==> config.mk <==
export PLATFORM = sky130hd
export DESIGN_NAME = irq_cascade_ctrl
export DESIGN_NICKNAME = d
export VERILOG_FILES = /design/src/rtl/irq_cascade_pkg.sv /design/src/rtl/irq_sync_edge.sv /design/src/rtl/irq_edge_latch.sv /design/src/rtl/irq_lowest_set.sv /design/src/rtl/irq_cascade_ctrl.sv
export SDC_FILE = /design/constraint.sdc
export NUM_CORES = 1
export LEC_CHECK = 0
export BUFFER_PORTS_ARGS = -buffer_cell sky130_fd_sc_hd__buf_2
export CAP_MARGIN = 20
export CORE_MARGIN = 1.5
export CORE_UTILIZATION = 34
export DETAILED_ROUTE_END_ITERATION = 8
export PLACE_DENSITY = 0.52
export SLEW_MARGIN = 10
export SYNTH_ARGS = -nofsm -noshare
export SYNTH_HDL_FRONTEND = slang
export SYNTH_SLANG_ARGS = --single-unit
==> constraint.sdc <==
create_clock -name clk -period 2.9 [get_ports clk]
set_clock_uncertainty 0.2 [all_clocks]
set_input_delay 0 -clock clk [delete_from_list [all_inputs] [get_ports clk]]
set_output_delay 0 -clock clk [all_outputs]
set_load 0.01 [all_outputs]
==> src/rtl/irq_cascade_pkg.sv <==
package irq_cascade_pkg;
  localparam int PRI_W  = 32;
  localparam int SEC_W  = 32;
  localparam int ADDR_W = 3;
  localparam int VEC_W  = 7;
  localparam int IDX_W  = $clog2(PRI_W);
  localparam int SEC_VEC_BASE = 32;

  // primary bit classes
  localparam logic [PRI_W-1:0] PRI_EDGE_BITS  = 32'hF1CF_0000;
  localparam logic [PRI_W-1:0] PRI_SUM_BITS   = 32'h0000_0070;
  localparam logic [PRI_W-1:0] PRI_LEVEL_BITS = ~(PRI_EDGE_BITS | PRI_SUM_BITS);
  localparam logic [PRI_W-1:0] SOFT_BITS      = 32'h7000_0000;
  localparam logic [SEC_W-1:0] SEC_EDGE_BITS  = 32'h1041_0000;

  // secondary group summaries: group g lands on primary bit GRP_PRI_BIT[g]
  localparam int NUM_GRP = 3;
  localparam logic [SEC_W-1:0] GRP_SEC_MASK [NUM_GRP] =
    '{32'hFFFF_0000, 32'h0000_FF00, 32'h0000_00FF};
  localparam int GRP_PRI_BIT [NUM_GRP] = '{4, 5, 6};
  localparam int SUM_LO = 4;
  localparam int SUM_HI = 6;

  typedef enum logic [ADDR_W-1:0] {
    RA_PSTAT = 3'd0,
    RA_PMASK = 3'd1,
    RA_PHARD = 3'd2,
    RA_PSOFT = 3'd3,
    RA_SSTAT = 3'd4,
    RA_SMASK = 3'd5
  } reg_addr_e;
endpackage

==> src/rtl/irq_sync_edge.sv <==
module irq_sync_edge #(
  parameter int W = 32
) (
  input  logic         clk,
  input  logic         rst_n,
  input  logic [W-1:0] async_i,
  output logic [W-1:0] level_o,
  output logic [W-1:0] rise_o
);
  logic [W-1:0] meta_q, sync_q, prev_q;

  always_ff @(posedge clk or negedge rst_n) begin
    if (!rst_n) begin
      meta_q <= '0;
      sync_q <= '0;
      prev_q <= '0;
    end else begin
      meta_q <= async_i;
      sync_q <= meta_q;
      prev_q <= sync_q;
    end
  end

  assign level_o = sync_q;
  assign rise_o  = sync_q & ~prev_q;
endmodule

==> src/rtl/irq_edge_latch.sv <==
module irq_edge_latch #(
  parameter int           W         = 32,
  parameter logic [W-1:0] EDGE_MASK = '1
) (
  input  logic         clk,
  input  logic         rst_n,
  input  logic [W-1:0] rise_i,
  input  logic         clr_wr_i,
  input  logic [W-1:0] clr_data_i,
  output logic [W-1:0] latch_o
);
  logic [W-1:0] latch_q, latch_d;
  logic         latch_en;

  // a zero written clears, a one keeps; a fresh edge always sets
  always_comb begin
    latch_d  = latch_q;
    if (clr_wr_i) latch_d = latch_q & clr_data_i;
    latch_d  = (latch_d | rise_i) & EDGE_MASK;
    latch_en = clr_wr_i | (|(rise_i & EDGE_MASK));
  end

  always_ff @(posedge clk or negedge rst_n) begin
    if (!rst_n)        latch_q <= '0;
    else if (latch_en) latch_q <= latch_d;
  end

  assign latch_o = latch_q;
endmodule

==> src/rtl/irq_lowest_set.sv <==
module irq_lowest_set #(
  parameter int W  = 32,
  parameter int IW = $clog2(W)
) (
  input  logic [W-1:0]  req_i,
  output logic          any_o,
  output logic [IW-1:0] idx_o
);
  always_comb begin
    idx_o = '0;
    for (int i = W - 1; i >= 0; i--) begin
      if (req_i[i]) idx_o = IW'(i);
    end
    any_o = |req_i;
  end
endmodule

==> src/rtl/irq_cascade_ctrl.sv <==
module irq_cascade_ctrl
  import irq_cascade_pkg::*;
(
  input  logic              clk,
  input  logic              rst_n,
  input  logic [PRI_W-1:0]  pri_src_i,
  input  logic [SEC_W-1:0]  sec_src_i,
  input  logic              reg_wr_i,
  input  logic [ADDR_W-1:0] reg_addr_i,
  input  logic [PRI_W-1:0]  reg_wdata_i,
  output logic [PRI_W-1:0]  reg_rdata_o,
  output logic              cpu_irq_o,
  output logic [VEC_W-1:0]  vec_o,
  output logic              vec_valid_o
);
  logic [PRI_W-1:0] pri_lvl, pri_rise, pri_hard_q, pri_stat, pri_pend;
  logic [SEC_W-1:0] sec_lvl, sec_rise, sec_hard_q, sec_stat, sec_pend;
  logic [PRI_W-1:0] pri_mask_q, pri_mask_d, soft_q, soft_d;
  logic [SEC_W-1:0] sec_mask_q, sec_mask_d;
  logic             pri_mask_en, soft_en, sec_mask_en;
  logic             wr_phard, wr_sstat;
  logic [PRI_W-1:0] sum_bits;
  logic             pri_any, sec_any;
  logic [IDX_W-1:0] pri_idx;
  logic [$clog2(SEC_W)-1:0] sec_idx;
  logic             sel_sec;

  // synchronizers and edge detectors
  irq_sync_edge #(.W(PRI_W)) u_pri_sync (
    .clk(clk), .rst_n(rst_n), .async_i(pri_src_i),
    .level_o(pri_lvl), .rise_o(pri_rise)
  );
  irq_sync_edge #(.W(SEC_W)) u_sec_sync (
    .clk(clk), .rst_n(rst_n), .async_i(sec_src_i),
    .level_o(sec_lvl), .rise_o(sec_rise)
  );

  assign wr_phard = reg_wr_i && (reg_addr_i == RA_PHARD);
  assign wr_sstat = reg_wr_i && (reg_addr_i == RA_SSTAT);

  // sticky latches for edge sources
  irq_edge_latch #(.W(PRI_W), .EDGE_MASK(PRI_EDGE_BITS)) u_pri_latch (
    .clk(clk), .rst_n(rst_n), .rise_i(pri_rise),
    .clr_wr_i(wr_phard), .clr_data_i(reg_wdata_i), .latch_o(pri_hard_q)
  );
  irq_edge_latch #(.W(SEC_W), .EDGE_MASK(SEC_EDGE_BITS)) u_sec_latch (
    .clk(clk), .rst_n(rst_n), .rise_i(sec_rise),
    .clr_wr_i(wr_sstat), .clr_data_i(reg_wdata_i), .latch_o(sec_hard_q)
  );

  // mask and soft register next state
  always_comb begin
    pri_mask_d  = reg_wdata_i;
    sec_mask_d  = reg_wdata_i;
    soft_d      = reg_wdata_i & SOFT_BITS;
    pri_mask_en = reg_wr_i && (reg_addr_i == RA_PMASK);
    sec_mask_en = reg_wr_i && (reg_addr_i == RA_SMASK);
    soft_en     = reg_wr_i && (reg_addr_i == RA_PSOFT);
  end

  always_ff @(posedge clk or negedge rst_n) begin
    if (!rst_n) begin
      pri_mask_q <= '0;
      sec_mask_q <= '0;
      soft_q     <= '0;
    end else begin
      if (pri_mask_en) pri_mask_q <= pri_mask_d;
      if (sec_mask_en) sec_mask_q <= sec_mask_d;
      if (soft_en)     soft_q     <= soft_d;
    end
  end

  // secondary status and pending set
  assign sec_stat = (sec_lvl & ~SEC_EDGE_BITS) | sec_hard_q;
  assign sec_pend = sec_stat & sec_mask_q;

  // group summaries onto fixed primary bits
  always_comb begin
    sum_bits = '0;
    for (int g = 0; g < NUM_GRP; g++) begin
      sum_bits[GRP_PRI_BIT[g]] = |(sec_pend & GRP_SEC_MASK[g]);
    end
  end

  assign pri_stat = (pri_lvl & PRI_LEVEL_BITS) | pri_hard_q
                  | (soft_q & SOFT_BITS) | (sum_bits & PRI_SUM_BITS);
  assign pri_pend = pri_stat & pri_mask_q;

  // priority resolution
  irq_lowest_set #(.W(PRI_W)) u_pri_enc (
    .req_i(pri_pend), .any_o(pri_any), .idx_o(pri_idx)
  );
  irq_lowest_set #(.W(SEC_W)) u_sec_enc (
    .req_i(sec_pend), .any_o(sec_any), .idx_o(sec_idx)
  );

  assign sel_sec = (pri_idx >= IDX_W'(SUM_LO)) && (pri_idx <= IDX_W'(SUM_HI));

  always_comb begin
    vec_o = '0;
    if (pri_any) begin
      if (sel_sec && sec_any) vec_o = VEC_W'(SEC_VEC_BASE) + VEC_W'(sec_idx);
      else                    vec_o = VEC_W'(pri_idx);
    end
  end

  assign cpu_irq_o   = pri_any;
  assign vec_valid_o = pri_any;

  // register read port
  always_comb begin
    case (reg_addr_i)
      RA_PSTAT: reg_rdata_o = pri_stat;
      RA_PMASK: reg_rdata_o = pri_mask_q;
      RA_PHARD: reg_rdata_o = pri_hard_q;
      RA_PSOFT: reg_rdata_o = soft_q;
      RA_SSTAT: reg_rdata_o = sec_stat;
      RA_SMASK: reg_rdata_o = sec_mask_q;
      default:  reg_rdata_o = '0;
    endcase
  end
endmodule

==> Flow_metrics.wiki <==
{| class="wikitable"
! Metric !! Value
|-
| Number of H-tree levels || 1
|-
| Post-synthesis sequential area ratio || 64.8%
|-
| Max capacitance violation total || 0
|-
| Crit path launch type || register
|-
| Unrepaired setup endpoints after global routing || yes
|-
| Final non-filler cell total || 1298
|-
| Cell row count || 57
|-
| Clock buffer depth || 3
|-
| Crit path DAT || 2.80 ns
|-
| TritonCTS Buffers || 24
|-
| Sinks on Clock Net || 217
|-
| Worst-Skew Late Latency || 0.52 ns
|-
| Total number of vias || 6562
|-
| Root Driver || clkbuf_16
|-
| Violated checks || setup timing
|-
| Final period demand of the worst path || 3.00 ns
|-
| Normalized max-slew margin || 59.4%
|-
| Cell taking the most area after synthesis || dfrtp_1
|-
| Pin count of the biggest net entering global routing || 87
|-
| Slew Limit Fails || 0
|-
| Critical Setup Path Class || register to output pin
|-
| Hold path startpoint || reg_wdata_i[14]
|-
| Die X-Extent || 160 um
|-
| DP HPWL || 16.2 mm
|-
| Vertical extent of the die || 160 um
|-
| Number of different library cells in the post-synthesis netlist || 60
|-
| Wire length of the first global-routing pass || 37.9 mm
|-
| Remaining antenna violation count || 0
|-
| List of most frequent post-synthesis cells || dfrtp_1 (217), mux2_2 (67), nand2_1 (60), o21ai_0 (38), a22oi_1 (31)
|-
| Post-Syn Instances || 631
|-
| GRT Util Overall || 19.0%
|-
| CP endpoint kind || output pin
|-
| Power density over cell area || 675 nW/um^2
|-
| Largest delay contributor family on the critical path || compound AO/OA/AOI/OAI gates
|-
| Req. time, crit path || 2.70 ns
|-
| Most common cell in the synthesized netlist || dfrtp_1
|-
| Antenna violations before repair || 0
|-
| Starting density of the core || 34.6%
|-
| 1st-pass router iterations || 5
|-
| Peak VDD IR || 0.000354 V
|-
| Total standard cell area after synthesis || 8380 sq um
|-
| Share of cells above drive strength 1 || 31.0%
|-
| Total instance count after detailed placement || 1086
|-
| Top-area cell type share of the netlist area || 64.8%
|-
| Layout net count || 1059
|-
| Hold worst-path end || sec_mask_q[14]
|-
| Ratio of final minimum period to clock period || 104%
|-
| Maximum achievable frequency || 0.333 GHz
|-
| Total congestion overflow || 0
|-
| Worst path cell trace || o21a_1 > a221oi_2 > a21oi_2 > o31ai_2 > nand4_1 > a32o_2 > and3_4 > o311a_1 > buf_2
|-
| Critical path peak fanout || 5
|-
| Cells taking the most area after synthesis || dfrtp_1 (65%), mux2_2 (9.0%), a22oi_1 (2.8%), nand2_1 (2.7%), a22o_1 (2.3%)
|-
| Via count of the first global-routing pass || 6942
|-
| # DRC || 0
|-
| Cells on worst reg2reg path || 2
|-
| Top flip-flop cell by instance count after synthesis || dfrtp_1
|-
| Vias/cell || 5.06
|-
| Number of setup violations in the final report || 4
|-
| Result of the run || complete, but fails checks
|-
| Area growth from synthesis to layout || 44.2%
|-
| Mean Syn Cell Area || 13.3 sq um
|-
| Min-Delay Path Depth || 3
|-
| Register area || 5430 sq um
|-
| Fraction of registers with async set or reset after synthesis || 100%
|-
| Number of buffer cells added on primary ports || 138
|-
| Final Hold Viols || 0
|-
| Warnings from Yosys || 0
|-
| R2R setup slack || 1.81 ns
|-
| Clk slew on worst S/H paths || 0.06 ns
|-
| Per-cell routed wire length || 18.5 um
|-
| Launching point of the worst reg2reg path || soft_q[29]
|-
| Weighted congestion at the end of routability-driven global placement || 0.841
|-
| Area of the multi-input gates || 2890 sq um
|-
| Post-layout util || 49.9%
|-
| Ports || 143
|-
| Worst min-delay path class || input pin to register
|-
| Critical-path top delay cell || dfrtp_1
|-
| Overall routed net length || 24.0 mm
|-
| EDFF count, synth || 0
|-
| Total Negative Setup Slacks || -0.256 ns
|-
| Leak pwr || 0.00542 uW
|-
| Endpoint of the worst register-to-register path || soft_q[29]
|-
| Ant diodes || 0
|-
| Delay contributed by the slowest stage of the critical path || 0.40 ns
|-
| CORE AREA || 24200 sq um
|-
| Die area || 25600 sq um
|-
| FF+latch count, synth || 217
|-
| Iteration-0 DRC Markers || 480
|-
| Least setup slack across all paths after layout || -0.103 ns
|-
| CTS tree || done
|-
| Post-Syn Nets || 733
|-
| Buffers & Inverters on Critical Path || 1
|-
| Worst slew pin tran || 0.606 ns
|-
| Filler cells || 2185
|}
area by class of cell:
class	instances	area share [%]
Multi-Input combinational cell	375	23.9
Sequential cell	217	44.9
Timing Repair Buffer	323	20.7
Tap cell	324	3.35
Inverter	16	0.497
Clock buffer	34	5.86
Clock inverter	9	0.724
power by group:
group	internal, uW	switching, uW	total [uW]
logic	782	746	1530
registers	3340	305	3650
clock network	1790	1190	2980
total	5920	2240	8160
worst max-delay path by stage:
stage                       startpoint       end  cells after the start
4_1_cts        u_pri_latch.latch_o[29]  vec_o[2]                      9
5_1_grt        u_pri_latch.latch_o[29]  vec_o[2]                      9
3_5_place_dp             sec_mask_q[4]  vec_o[2]                      9
3_3_place_gp             sec_mask_q[4]  vec_o[2]                      9
2_1_floorplan               soft_q[29]  vec_o[2]                      8
6_report       u_pri_latch.latch_o[29]  vec_o[2]                      9
routing by layer:
metal / GRT usage, % / share of wire, % / up-vias
met5: 0 / 0 / -
met4: 5.10 / 2.0 / 0
met3: 2.81 / 5.3 / 35
met2: 31.7 / 48 / 221
met1: 26.0 / 45 / 3292
li1: - / - / 3014
sequential cells by signal (all words and copies together) (netlist names):
signal / flops
u_pri_sync.level_o: 29
soft_q: 3
u_pri_sync.prev_q: 11
u_sec_sync.meta_q: 32
sec_mask_q: 32
u_sec_sync.prev_q: 3
u_pri_latch.latch_o: 11
u_sec_latch.latch_o: 3
u_pri_sync.meta_q: 29
u_sec_sync.level_o: 32
pri_mask_q: 32
timing repair:
action,4_1_cts,5_1_grt
endpoints found under the hold margin,359,0
setup buffers,5,7
gates resized for setup,14,10
endpoints found under the setup margin,8,8
pin swaps,10,9
hold buffers,157,0
cells in the final DEF (no fill, tap or decap), drive strengths merged, types with 5 or more instances in the layout:
cell type,n
dfrtp,217
buf,165
dlygate4sd3,157
mux2,68
nand2,60
o21ai,38
clkbuf,35
a22oi,32
a22o,22
nand3,21
a221o,18
inv,16
nor2,13
mux2i,12
a21oi,11
nand4,10
o22ai,9
clkinv,7
nor2b,5
a32o,5
tightest hold or removal path, cell delays in order:
cell           delay, ns
dlygate4sd3_1       0.52
buf_2               0.11
mux2_2              0.13
cells by family after synthesis:
| kind of cell | count (synthesis) | share of synthesized area [%] |
|---|---|---|
| flops | 217 | 64.8 |
| simple gates | 126 | 7.19 |
| mux | 83 | 11.4 |
| other cells | 1 | 0.0447 |
| compound gates | 165 | 14.7 |
| buf+inv | 39 | 1.97 |
stage by stage:
step / hold WS [ns] / cell area (sq um) / setup WS, ns / power (uW)
floorplan: -0.496 / 8380 / 0.730 / 4380
global placement: -0.143 / 9530 / 0.256 / 4910
detailed placement: -0.132 / 9530 / 0.208 / 4950
CTS: 0.0595 / 12000 / -0.136 / 8180
global route: 0.0755 / 12100 / -0.206 / 8560
finish: 0.0778 / 12100 / -0.103 / 8160
Power figures use the tool's default switching activity.
